### config.mk
export PLATFORM = sky130hd
export DESIGN_NAME = mbx_tx_arbiter
export DESIGN_NICKNAME = d
export VERILOG_FILES = /design/src/rtl/txarb_pkg.sv /design/src/rtl/mbx_cfg_regs.sv /design/src/rtl/mbx_pick_tree.sv /design/src/rtl/mbx_tx_seq.sv /design/src/rtl/mbx_tx_arbiter.sv
export SDC_FILE = /design/constraint.sdc
export NUM_CORES = 1
export LEC_CHECK = 0
export ABC_AREA = 1
export BUFFER_PORTS_ARGS = -buffer_cell sky130_fd_sc_hd__buf_2
export CORE_AREA = 2 2 383 385
export DETAILED_ROUTE_END_ITERATION = 8
export DIE_AREA = 0 0 385 387
export PLACE_DENSITY = 0.44
export SYNTH_ARGS = -nofsm -noshare
export SYNTH_HDL_FRONTEND = slang
export SYNTH_HIERARCHICAL = 1
export SYNTH_SLANG_ARGS = --single-unit
### constraint.sdc
create_clock -name clk -period 18.4 [get_ports clk]
set_input_delay 3.68 -clock clk [delete_from_list [all_inputs] [get_ports clk]]
set_output_delay 3.68 -clock clk [all_outputs]
set_load 0.01 [all_outputs]
### src/rtl/txarb_pkg.sv
package txarb_pkg;
    // control word layout, decoded by the arbiter and the engine
    localparam int CTL_W     = 14;
    localparam int DLC_LSB   = 0;
    localparam int DLC_W     = 4;
    localparam int RTR_BIT   = 4;
    localparam int PRIO_LSB  = 8;
    localparam int PRIO_W    = 6;

    typedef logic [CTL_W-1:0]  ctl_word_t;
    typedef logic [PRIO_W-1:0] prio_t;

    function automatic prio_t ctl_prio(input ctl_word_t w);
        return w[PRIO_LSB +: PRIO_W];
    endfunction

    function automatic logic [DLC_W-1:0] ctl_dlc(input ctl_word_t w);
        return w[DLC_LSB +: DLC_W];
    endfunction

    function automatic logic ctl_rtr(input ctl_word_t w);
        return w[RTR_BIT];
    endfunction
endpackage

### src/rtl/mbx_cfg_regs.sv
module mbx_cfg_regs
    import txarb_pkg::*;
#(
    parameter int NUM_MBX = 32,
    localparam int IDX_W = $clog2(NUM_MBX)
) (
    input  logic                             clk,
    input  logic                             rst_n,
    input  logic                             en_wr,
    input  logic [NUM_MBX-1:0]               en_wdata,
    input  logic                             dir_wr,
    input  logic [NUM_MBX-1:0]               dir_wdata,
    input  logic                             imask_wr,
    input  logic [NUM_MBX-1:0]               imask_wdata,
    input  logic                             ctl_wr,
    input  logic [IDX_W-1:0]                 ctl_idx,
    input  ctl_word_t                        ctl_wdata,
    output logic [NUM_MBX-1:0]               en_q,
    output logic [NUM_MBX-1:0]               dir_q,
    output logic [NUM_MBX-1:0]               imask_q,
    output logic [NUM_MBX-1:0][CTL_W-1:0]    ctl_q
);
    typedef struct packed {
        logic [NUM_MBX-1:0]            en;
        logic [NUM_MBX-1:0]            dir;
        logic [NUM_MBX-1:0]            imask;
        logic [NUM_MBX-1:0][CTL_W-1:0] ctl;
    } cfg_t;

    cfg_t cfg_d, cfg_q;

    always_comb begin
        cfg_d = cfg_q;
        if (en_wr)    cfg_d.en    = en_wdata;
        if (dir_wr)   cfg_d.dir   = dir_wdata;
        if (imask_wr) cfg_d.imask = imask_wdata;
        if (ctl_wr)   cfg_d.ctl[ctl_idx] = ctl_wdata;
    end

    always_ff @(posedge clk or negedge rst_n) begin
        if (!rst_n) cfg_q <= '0;
        else        cfg_q <= cfg_d;
    end

    assign en_q    = cfg_q.en;
    assign dir_q   = cfg_q.dir;
    assign imask_q = cfg_q.imask;
    assign ctl_q   = cfg_q.ctl;
endmodule

### src/rtl/mbx_pick_tree.sv
module mbx_pick_tree
    import txarb_pkg::*;
#(
    parameter int NUM_MBX = 32,
    localparam int IDX_W = $clog2(NUM_MBX),
    localparam int KEY_W = PRIO_W + IDX_W,
    localparam int NODES = 2 * NUM_MBX - 1
) (
    input  logic [NUM_MBX-1:0]            elig,
    input  logic [NUM_MBX-1:0][CTL_W-1:0] ctl,
    output logic                          win_valid,
    output logic [IDX_W-1:0]              win_idx
);
    // key = {priority, index}: index is unique, so the largest key is the
    // largest priority with ties broken toward the higher mailbox number
    logic             nv [NODES];
    logic [KEY_W-1:0] nk [NODES];

    for (genvar i = 0; i < NUM_MBX; i++) begin : g_leaf
        assign nv[NUM_MBX-1+i] = elig[i];
        assign nk[NUM_MBX-1+i] = {ctl_prio(ctl[i]), IDX_W'(i)};
    end

    for (genvar n = 0; n < NUM_MBX - 1; n++) begin : g_node
        logic take_r;
        assign take_r = nv[2*n+2] && (!nv[2*n+1] || (nk[2*n+2] > nk[2*n+1]));
        assign nv[n]  = nv[2*n+1] || nv[2*n+2];
        assign nk[n]  = take_r ? nk[2*n+2] : nk[2*n+1];
    end

    assign win_valid = nv[0];
    assign win_idx   = nk[0][IDX_W-1:0];
endmodule

### src/rtl/mbx_tx_seq.sv
module mbx_tx_seq #(
    parameter int NUM_MBX = 32,
    localparam int IDX_W = $clog2(NUM_MBX)
) (
    input  logic               clk,
    input  logic               rst_n,
    input  logic               req_set_wr,
    input  logic [NUM_MBX-1:0] req_set_mask,
    input  logic               ack_clr_wr,
    input  logic [NUM_MBX-1:0] ack_clr_mask,
    input  logic               irq_clr,
    input  logic [NUM_MBX-1:0] imask,
    input  logic               eng_ready,
    input  logic               tx_done,
    input  logic               tx_lost,
    input  logic               win_valid,
    input  logic [IDX_W-1:0]   win_idx,
    output logic [NUM_MBX-1:0] req_q,
    output logic [NUM_MBX-1:0] ack_q,
    output logic               irq_q,
    output logic               busy_q,
    output logic               strobe_q,
    output logic [IDX_W-1:0]   sel_q
);
    typedef struct packed {
        logic [NUM_MBX-1:0] req;
        logic [NUM_MBX-1:0] ack;
        logic               irq;
        logic               busy;
        logic               strobe;
        logic [IDX_W-1:0]   sel;
    } seq_t;

    seq_t s_d, s_q;

    logic               sent, finish, launch;
    logic [NUM_MBX-1:0] sel_oh;

    always_comb begin
        sent   = s_q.busy && tx_done;
        finish = s_q.busy && (tx_done || tx_lost);
        launch = !s_q.busy && eng_ready && win_valid;
        sel_oh = NUM_MBX'(1) << s_q.sel;

        s_d = s_q;
        // request bits: completion clears, software set wins
        if (sent)       s_d.req = s_d.req & ~sel_oh;
        if (req_set_wr) s_d.req = s_d.req | req_set_mask;
        // acknowledge bits: software clear, completion set wins
        if (ack_clr_wr) s_d.ack = s_d.ack & ~ack_clr_mask;
        if (sent)       s_d.ack = s_d.ack | sel_oh;
        // global interrupt flag
        if (irq_clr)                 s_d.irq = 1'b0;
        if (sent && imask[s_q.sel])  s_d.irq = 1'b1;
        // in-flight control
        s_d.strobe = launch;
        if (finish) s_d.busy = 1'b0;
        if (launch) begin
            s_d.busy = 1'b1;
            s_d.sel  = win_idx;
        end
    end

    always_ff @(posedge clk or negedge rst_n) begin
        if (!rst_n) s_q <= '0;
        else        s_q <= s_d;
    end

    assign req_q    = s_q.req;
    assign ack_q    = s_q.ack;
    assign irq_q    = s_q.irq;
    assign busy_q   = s_q.busy;
    assign strobe_q = s_q.strobe;
    assign sel_q    = s_q.sel;
endmodule

### src/rtl/mbx_tx_arbiter.sv
module mbx_tx_arbiter
    import txarb_pkg::*;
#(
    parameter int NUM_MBX = 32,
    localparam int IDX_W = $clog2(NUM_MBX)
) (
    input  logic               clk,
    input  logic               rst_n,
    input  logic               en_wr,
    input  logic [NUM_MBX-1:0] en_wdata,
    input  logic               dir_wr,
    input  logic [NUM_MBX-1:0] dir_wdata,
    input  logic               imask_wr,
    input  logic [NUM_MBX-1:0] imask_wdata,
    input  logic               ctl_wr,
    input  logic [IDX_W-1:0]   ctl_idx,
    input  logic [CTL_W-1:0]   ctl_wdata,
    input  logic               req_set_wr,
    input  logic [NUM_MBX-1:0] req_set_mask,
    input  logic               ack_clr_wr,
    input  logic [NUM_MBX-1:0] ack_clr_mask,
    input  logic               irq_clr,
    input  logic               eng_ready,
    input  logic               tx_done,
    input  logic               tx_lost,
    output logic               cand_valid,
    output logic [IDX_W-1:0]   cand_idx,
    output logic               sel_valid,
    output logic [IDX_W-1:0]   sel_idx,
    output logic [DLC_W-1:0]   sel_dlc,
    output logic               sel_rtr,
    output logic               busy,
    output logic [NUM_MBX-1:0] tx_req,
    output logic [NUM_MBX-1:0] tx_ack,
    output logic               mbx_irq
);
    logic [NUM_MBX-1:0]            en_q, dir_q, imask_q, elig;
    logic [NUM_MBX-1:0][CTL_W-1:0] ctl_q;
    logic                          win_valid;
    logic [IDX_W-1:0]              win_idx;
    ctl_word_t                     sel_word;

    mbx_cfg_regs #(.NUM_MBX(NUM_MBX)) u_cfg (
        .clk        (clk),
        .rst_n      (rst_n),
        .en_wr      (en_wr),
        .en_wdata   (en_wdata),
        .dir_wr     (dir_wr),
        .dir_wdata  (dir_wdata),
        .imask_wr   (imask_wr),
        .imask_wdata(imask_wdata),
        .ctl_wr     (ctl_wr),
        .ctl_idx    (ctl_idx),
        .ctl_wdata  (ctl_wdata),
        .en_q       (en_q),
        .dir_q      (dir_q),
        .imask_q    (imask_q),
        .ctl_q      (ctl_q)
    );

    // transmit-direction, enabled, requested
    assign elig = en_q & ~dir_q & tx_req;

    mbx_pick_tree #(.NUM_MBX(NUM_MBX)) u_pick (
        .elig     (elig),
        .ctl      (ctl_q),
        .win_valid(win_valid),
        .win_idx  (win_idx)
    );

    mbx_tx_seq #(.NUM_MBX(NUM_MBX)) u_seq (
        .clk         (clk),
        .rst_n       (rst_n),
        .req_set_wr  (req_set_wr),
        .req_set_mask(req_set_mask),
        .ack_clr_wr  (ack_clr_wr),
        .ack_clr_mask(ack_clr_mask),
        .irq_clr     (irq_clr),
        .imask       (imask_q),
        .eng_ready   (eng_ready),
        .tx_done     (tx_done),
        .tx_lost     (tx_lost),
        .win_valid   (win_valid),
        .win_idx     (win_idx),
        .req_q       (tx_req),
        .ack_q       (tx_ack),
        .irq_q       (mbx_irq),
        .busy_q      (busy),
        .strobe_q    (sel_valid),
        .sel_q       (sel_idx)
    );

    assign cand_valid = win_valid;
    assign cand_idx   = win_idx;
    assign sel_word   = ctl_q[sel_idx];
    assign sel_dlc    = ctl_dlc(sel_word);
    assign sel_rtr    = ctl_rtr(sel_word);
endmodule

== Word-level counts from Yosys, hierarchy flattened ==
Index checks and enable logic that the tools add are counted.
Widths: inputs -> output; s select.
Word-level totals
  flip-flop bits (word level): 616
  bits of input ports: 191
  memories kept: 0
  bits in read-only memories: 0
  memory bits (writable): 0
  latch bits: 0
  output and inout bits: 83
  word-level logic and storage cells: 265
Operators by class
  equality and inequality tests: 0
  add/sub/neg operators: 0
  muxes and demuxes: 46
  bitwise logic cells: 9
  div/mod/pow operators: 0
  $mul: 0
  $lt $le $gt $ge: 34
  shift-type cells: 1
  reduce and logical (&&, ||, !) cells: 134
Operators with widths (number)
  $bwmux 448: 1
  $gt 11x11->1: 31
  $mux 11: 30
  $and 32x32->32: 4
  $mux 32: 4
  $not 32->32: 3
  $bmux 14 s5: 1
  $demux 14 s5: 1
  $or 32x32->32: 2
  $logic_or 1x1->1: 63
  $logic_and 1x1->1: 37
  $logic_not 1->1: 32
  $shl 1x5->32 const A: 1
  $mux 14: 1
  $lt 5x6->1 const B: 2
  $mux 5: 2
  $bmux 1 s5: 1
  $ge 5x1->1 const B: 1
  $mux 1: 5
  $reduce_bool 2->1: 2

== Depth between registers and ports, before layout ==
  word-level depth: 23
  mapped depth: 52
  depth with buffers taken out: 48

== Modules after synthesis ==
The synthesis kept the hierarchy.
By module, submodules not included
  mbx_cfg_regs: area each 20794.9 um^2, seq. area each 13613.1 um^2, instances 1, cells an instance 2204
  mbx_pick_tree: area each 7056.8 um^2, seq. area each 0.0 um^2, instances 1, cells an instance 1295
  mbx_tx_seq: area each 3261.9 um^2, seq. area each 1801.7 um^2, instances 1, cells an instance 387
  mbx_tx_arbiter: area each 1936.9 um^2, seq. area each 0.0 um^2, instances 1, cells an instance 445

== Worst setup path before layout ==
OpenSTA, ideal clock, no wires.
  path kind: register to output
  from: register u_cfg.cfg_q, in the netlist u_cfg/ctl_q[209]
  to: output cand_idx[4]
  buffers on the path: 5
  arrival: 6.432 ns
  required time: 14.720 ns
  cell stages (with the launch flop): 45
  setup slack: 8.288 ns
  cell sequence: dfrtp_1 inv_1 ha_1 nand2_1 inv_1 a21oi_1 nand3_1 nand2_1 clkbuf_1 nor2_1 a21oi_1 ha_1 a21oi_1 o2111a_1 nand2_1 nand2_1 inv_1 clkbuf_1 (+9 left out) clkbuf_1 o21ai_0 ha_1 a21oi_1 o21ai_0 a21oi_1 nand2_2 nand2_4 clkbuf_1 o21ai_0 ha_1 a21oi_1 nor2_1 a2111oi_0 nand2_2 nand2_4 inv_1 buf_4
Between the ends
  word-level cells in the longest chain between the ends: 20
RTL lines
  start: declaration: RTL line mbx_cfg_regs.sv:30  | cfg_t cfg_d, cfg_q;
  start signal: assignment: RTL line mbx_cfg_regs.sv:42  | else cfg_q <= cfg_d;
  $gt 11x11->1: RTL line mbx_pick_tree.sv:26  | assign take_r = nv[2*n+2] && (!nv[2*n+1] || (nk[2*n+2] > nk[2*n+1]));
  $logic_or 1x1->1: RTL line mbx_pick_tree.sv:26
  $logic_and 1x1->1: RTL line mbx_pick_tree.sv:26
  $mux 11 *: RTL line mbx_pick_tree.sv:28  | assign nk[n] = take_r ? nk[2*n+2] : nk[2*n+1];
  $gt 11x11->1: RTL line mbx_pick_tree.sv:26
  $logic_or 1x1->1: RTL line mbx_pick_tree.sv:26
  $logic_and 1x1->1: RTL line mbx_pick_tree.sv:26
  $mux 11 *: RTL line mbx_pick_tree.sv:28
  (+5 left out)
  $logic_or 1x1->1: RTL line mbx_pick_tree.sv:26
  $logic_and 1x1->1: RTL line mbx_pick_tree.sv:26
  $mux 11 *: RTL line mbx_pick_tree.sv:28
  $gt 11x11->1 *: RTL line mbx_pick_tree.sv:26
  $logic_or 1x1->1 *: RTL line mbx_pick_tree.sv:26
  $logic_and 1x1->1 *: RTL line mbx_pick_tree.sv:26
  via u_pick.g_node[0].take_r: RTL line mbx_pick_tree.sv:25  | logic take_r;
  $mux 5 *: RTL line mbx_pick_tree.sv:28
  end: declaration: RTL line mbx_tx_arbiter.sv:27  | output logic [IDX_W-1:0] cand_idx,
The timed path passes the listed nets; every way through them passes the cells marked *.

== Worst setup path after layout ==
  from: register u_cfg.cfg_q, in the netlist u_cfg/ctl_q[335]
  to: output cand_idx[1]
Between the ends
  word-level cells in the longest chain between the ends: 20
RTL lines (RTL line)
  $gt 11x11->1: mbx_pick_tree.sv:26
  $logic_or 1x1->1: mbx_pick_tree.sv:26
  $logic_and 1x1->1: mbx_pick_tree.sv:26
  $mux 11 *: mbx_pick_tree.sv:28
  $gt 11x11->1: mbx_pick_tree.sv:26
  $logic_or 1x1->1: mbx_pick_tree.sv:26
  $logic_and 1x1->1: mbx_pick_tree.sv:26
  $mux 11 *: mbx_pick_tree.sv:28
  (+4 left out)
  $gt 11x11->1: mbx_pick_tree.sv:26
  $logic_or 1x1->1: mbx_pick_tree.sv:26
  $logic_and 1x1->1: mbx_pick_tree.sv:26
  $mux 11 *: mbx_pick_tree.sv:28
  $gt 11x11->1: mbx_pick_tree.sv:26
  $logic_or 1x1->1: mbx_pick_tree.sv:26
  $logic_and 1x1->1: mbx_pick_tree.sv:26
  $mux 5 *: mbx_pick_tree.sv:28
Every way passes the cells marked *; elsewhere a longest branch is shown, timed or not.

==> results.yml <==
status:
  status: "complete, no violations"
setup_path:
  rr_worst_depth: 39
  cpMaxStageDelayCell: "o21ai_0"
  rrSetupSlack_ns: 10.35
  worst_path_most_repeated_cell: "nand2_1"
  timing.rr.end: "u_seq/sel_q[3]"
  startpoint: "u_cfg/ctl_q[335]"
  crit_end: "cand_idx[1]"
  path_class: "reg -> out"
  cp-end-kind: "primary output"
  cp.arrival_ns: 8.65
  regToRegStartpoint: "u_cfg/ctl_q[335]"
  required_ns: 14.72
  startpoint_type: "flip-flop"
  critPathMaxFanout: 16
  crit_path_max_incr_delay_ns: 0.80
power:
  max-vdd-ir-drop_mv: 0.08468
  finalPower_w: 0.004508
  leakage_nw: 17.73
  powerDensity_mw_per_mm2: 130.7
clocking:
  postCtsSetupBuffers: 0
  cts_resized: 0
  clkTransAtPathRegs_ns: 0.06
  cts_made_buffers: 61
  cts_tree: "done"
  cts_sinks: 520
  root_buffer: "clkbuf_16"
  clockBufferDepth: 3
  clock_latency_ns: 0.65
  h-tree-depth: 2
  hold_buffers: 0
final_layout:
  layout_common_cells: "nand2_1, dfrtp_1, nand3_1"
  nets: 4432
  area_growth_pct: 16.87
  drive_above_1_share: 0.1413
  layout_commonest_cell: "nand2_1"
  fin_util: 0.2381
drt:
  dr_total_vias: 25630
  route.detailed.drc: 0
  initialDrtViolationCount: 1677
  wl_per_cell_um: 17.17
  routed_wl_mm: 104.1
  dr.pass1.iters: 5
  via_per_inst: 4.226
  ant_nets: 0
run:
  drv_cap: 0
place:
  dpl.hpwl_mm: 74.58
  io_buffer_count: 270
  gp_congestion: 0.8648
logic_synthesis:
  syn-instance-count: 3938
  netlist_area_mm2: 0.02952
  ys_warn_count: 6
  syn_avg_cell_area_um2: 7.496
  synth.net_count: 4278
global_route:
  grt-ovfl-total: 0
  grt_antenna_before_repair: 21
  grt_pass1_vias: 24470
  grt_util_all_layers: 0.1364
  grt_pass1_wl_mm: 156.0
  grt_max_degree: 162
floorplan:
  core.rowCount: 140
  ioPinCount: 274
  start_util: 0.2038
  dieArea_mm2: 0.1490
  die_h_um: 387
  die_x_um: 385
  core_region_area_mm2: 0.1449
sta:
  rsz0062_at_grt: "no"
  fin_crit_sh: 0.6698
  fmax_mhz: 81.13
  fin_setup_tns_ns: 0
  timing.hold.ws_ns: 0.4682
  finalClockSkew_ns: 0.03699
  setup_viol: 0
  tightestPinTransition_ns: 1.193
  min_period_ns: 12.33
  slew_headroom: 0.2019
  finalHoldViolations: 0
  slew_viol_final: 0
min_path:
  min_path_type: "reg -> reg"
## worst max-delay path: cells and delay by family (launching register included)
family	cells	cell delay [ns]
AND/OR/NAND/NOR	15	1.58
adder cells (fa/ha/maj)	5	1.64
flip-flops	1	0.40
buffers and inverters	5	0.82
AO/OA/AOI/OAI	13	3.56
## final cells by class
cell class	count	area (um^2)
diodes	10	25.02
clock buffers	92	1854
clock inverters	18	256.5
fillers	16140	110400
inverters	233	887.1
multi-input cells	2989	14530
flip-flops and latches	520	13020
well taps	1917	2399
repair buffers	287	1526
## report_power, final
part           internal (W)  switching (W)  leakage, nW
logic              0.000551        0.00120         10.2
registers           0.00133       0.000133         6.52
clock network      0.000773       0.000521         1.04
total               0.00265        0.00186         17.7
## worst min path at each step
stage / startpoint / end / slack (ns) / cells past startpoint
finish: u_cfg/ctl_q[182] / u_cfg/ctl_q[182] / 0.47 / 2
global route: u_cfg/ctl_q[143] / u_cfg/ctl_q[143] / 0.48 / 2
CTS: u_cfg/ctl_q[123] / u_cfg/ctl_q[123] / 0.47 / 2
detailed placement: u_cfg/ctl_q[123] / u_cfg/ctl_q[123] / 0.46 / 2
global placement: u_cfg/ctl_q[392] / u_cfg/ctl_q[392] / 0.45 / 2
floorplan: u_cfg/ctl_q[16] / u_cfg/ctl_q[16] / 0.44 / 2
## through the flow
stage / cells / setup slack (ns) / cell area (um^2)
floorplan: 3938 / 8.288 / 29520
global placement: 5946 / 6.874 / 32360
detailed placement: 5946 / 6.878 / 32360
CTS: 6056 / 6.125 / 34470
global route: 6065 / 5.234 / 34490
finish: 6066 / 6.075 / 34500
## sequential cells by signal, summed over array words and instances, names as in the netlist
signal / cells
u_cfg/ctl_q: 352
u_cfg/dir_q: 32
u_cfg/en_q: 32
u_cfg/imask_q: 32
u_seq/ack_q: 32
u_seq/req_q: 32
u_seq/sel_q: 5
u_seq/busy_q: 1
u_seq/irq_q: 1
u_seq/strobe_q: 1
## layer usage
layer / vias up / global-route usage / wire length, um
li1: 12750 / - / -
met1: 12240 / 0.1876 / 48280
met2: 498 / 0.2206 / 48380
met3: 133 / 0.02360 / 5272
met4: 12 / 0.03260 / 2107
met5: - / 0 / 75
No activity file was read; power rests on OpenSTA's default activity.
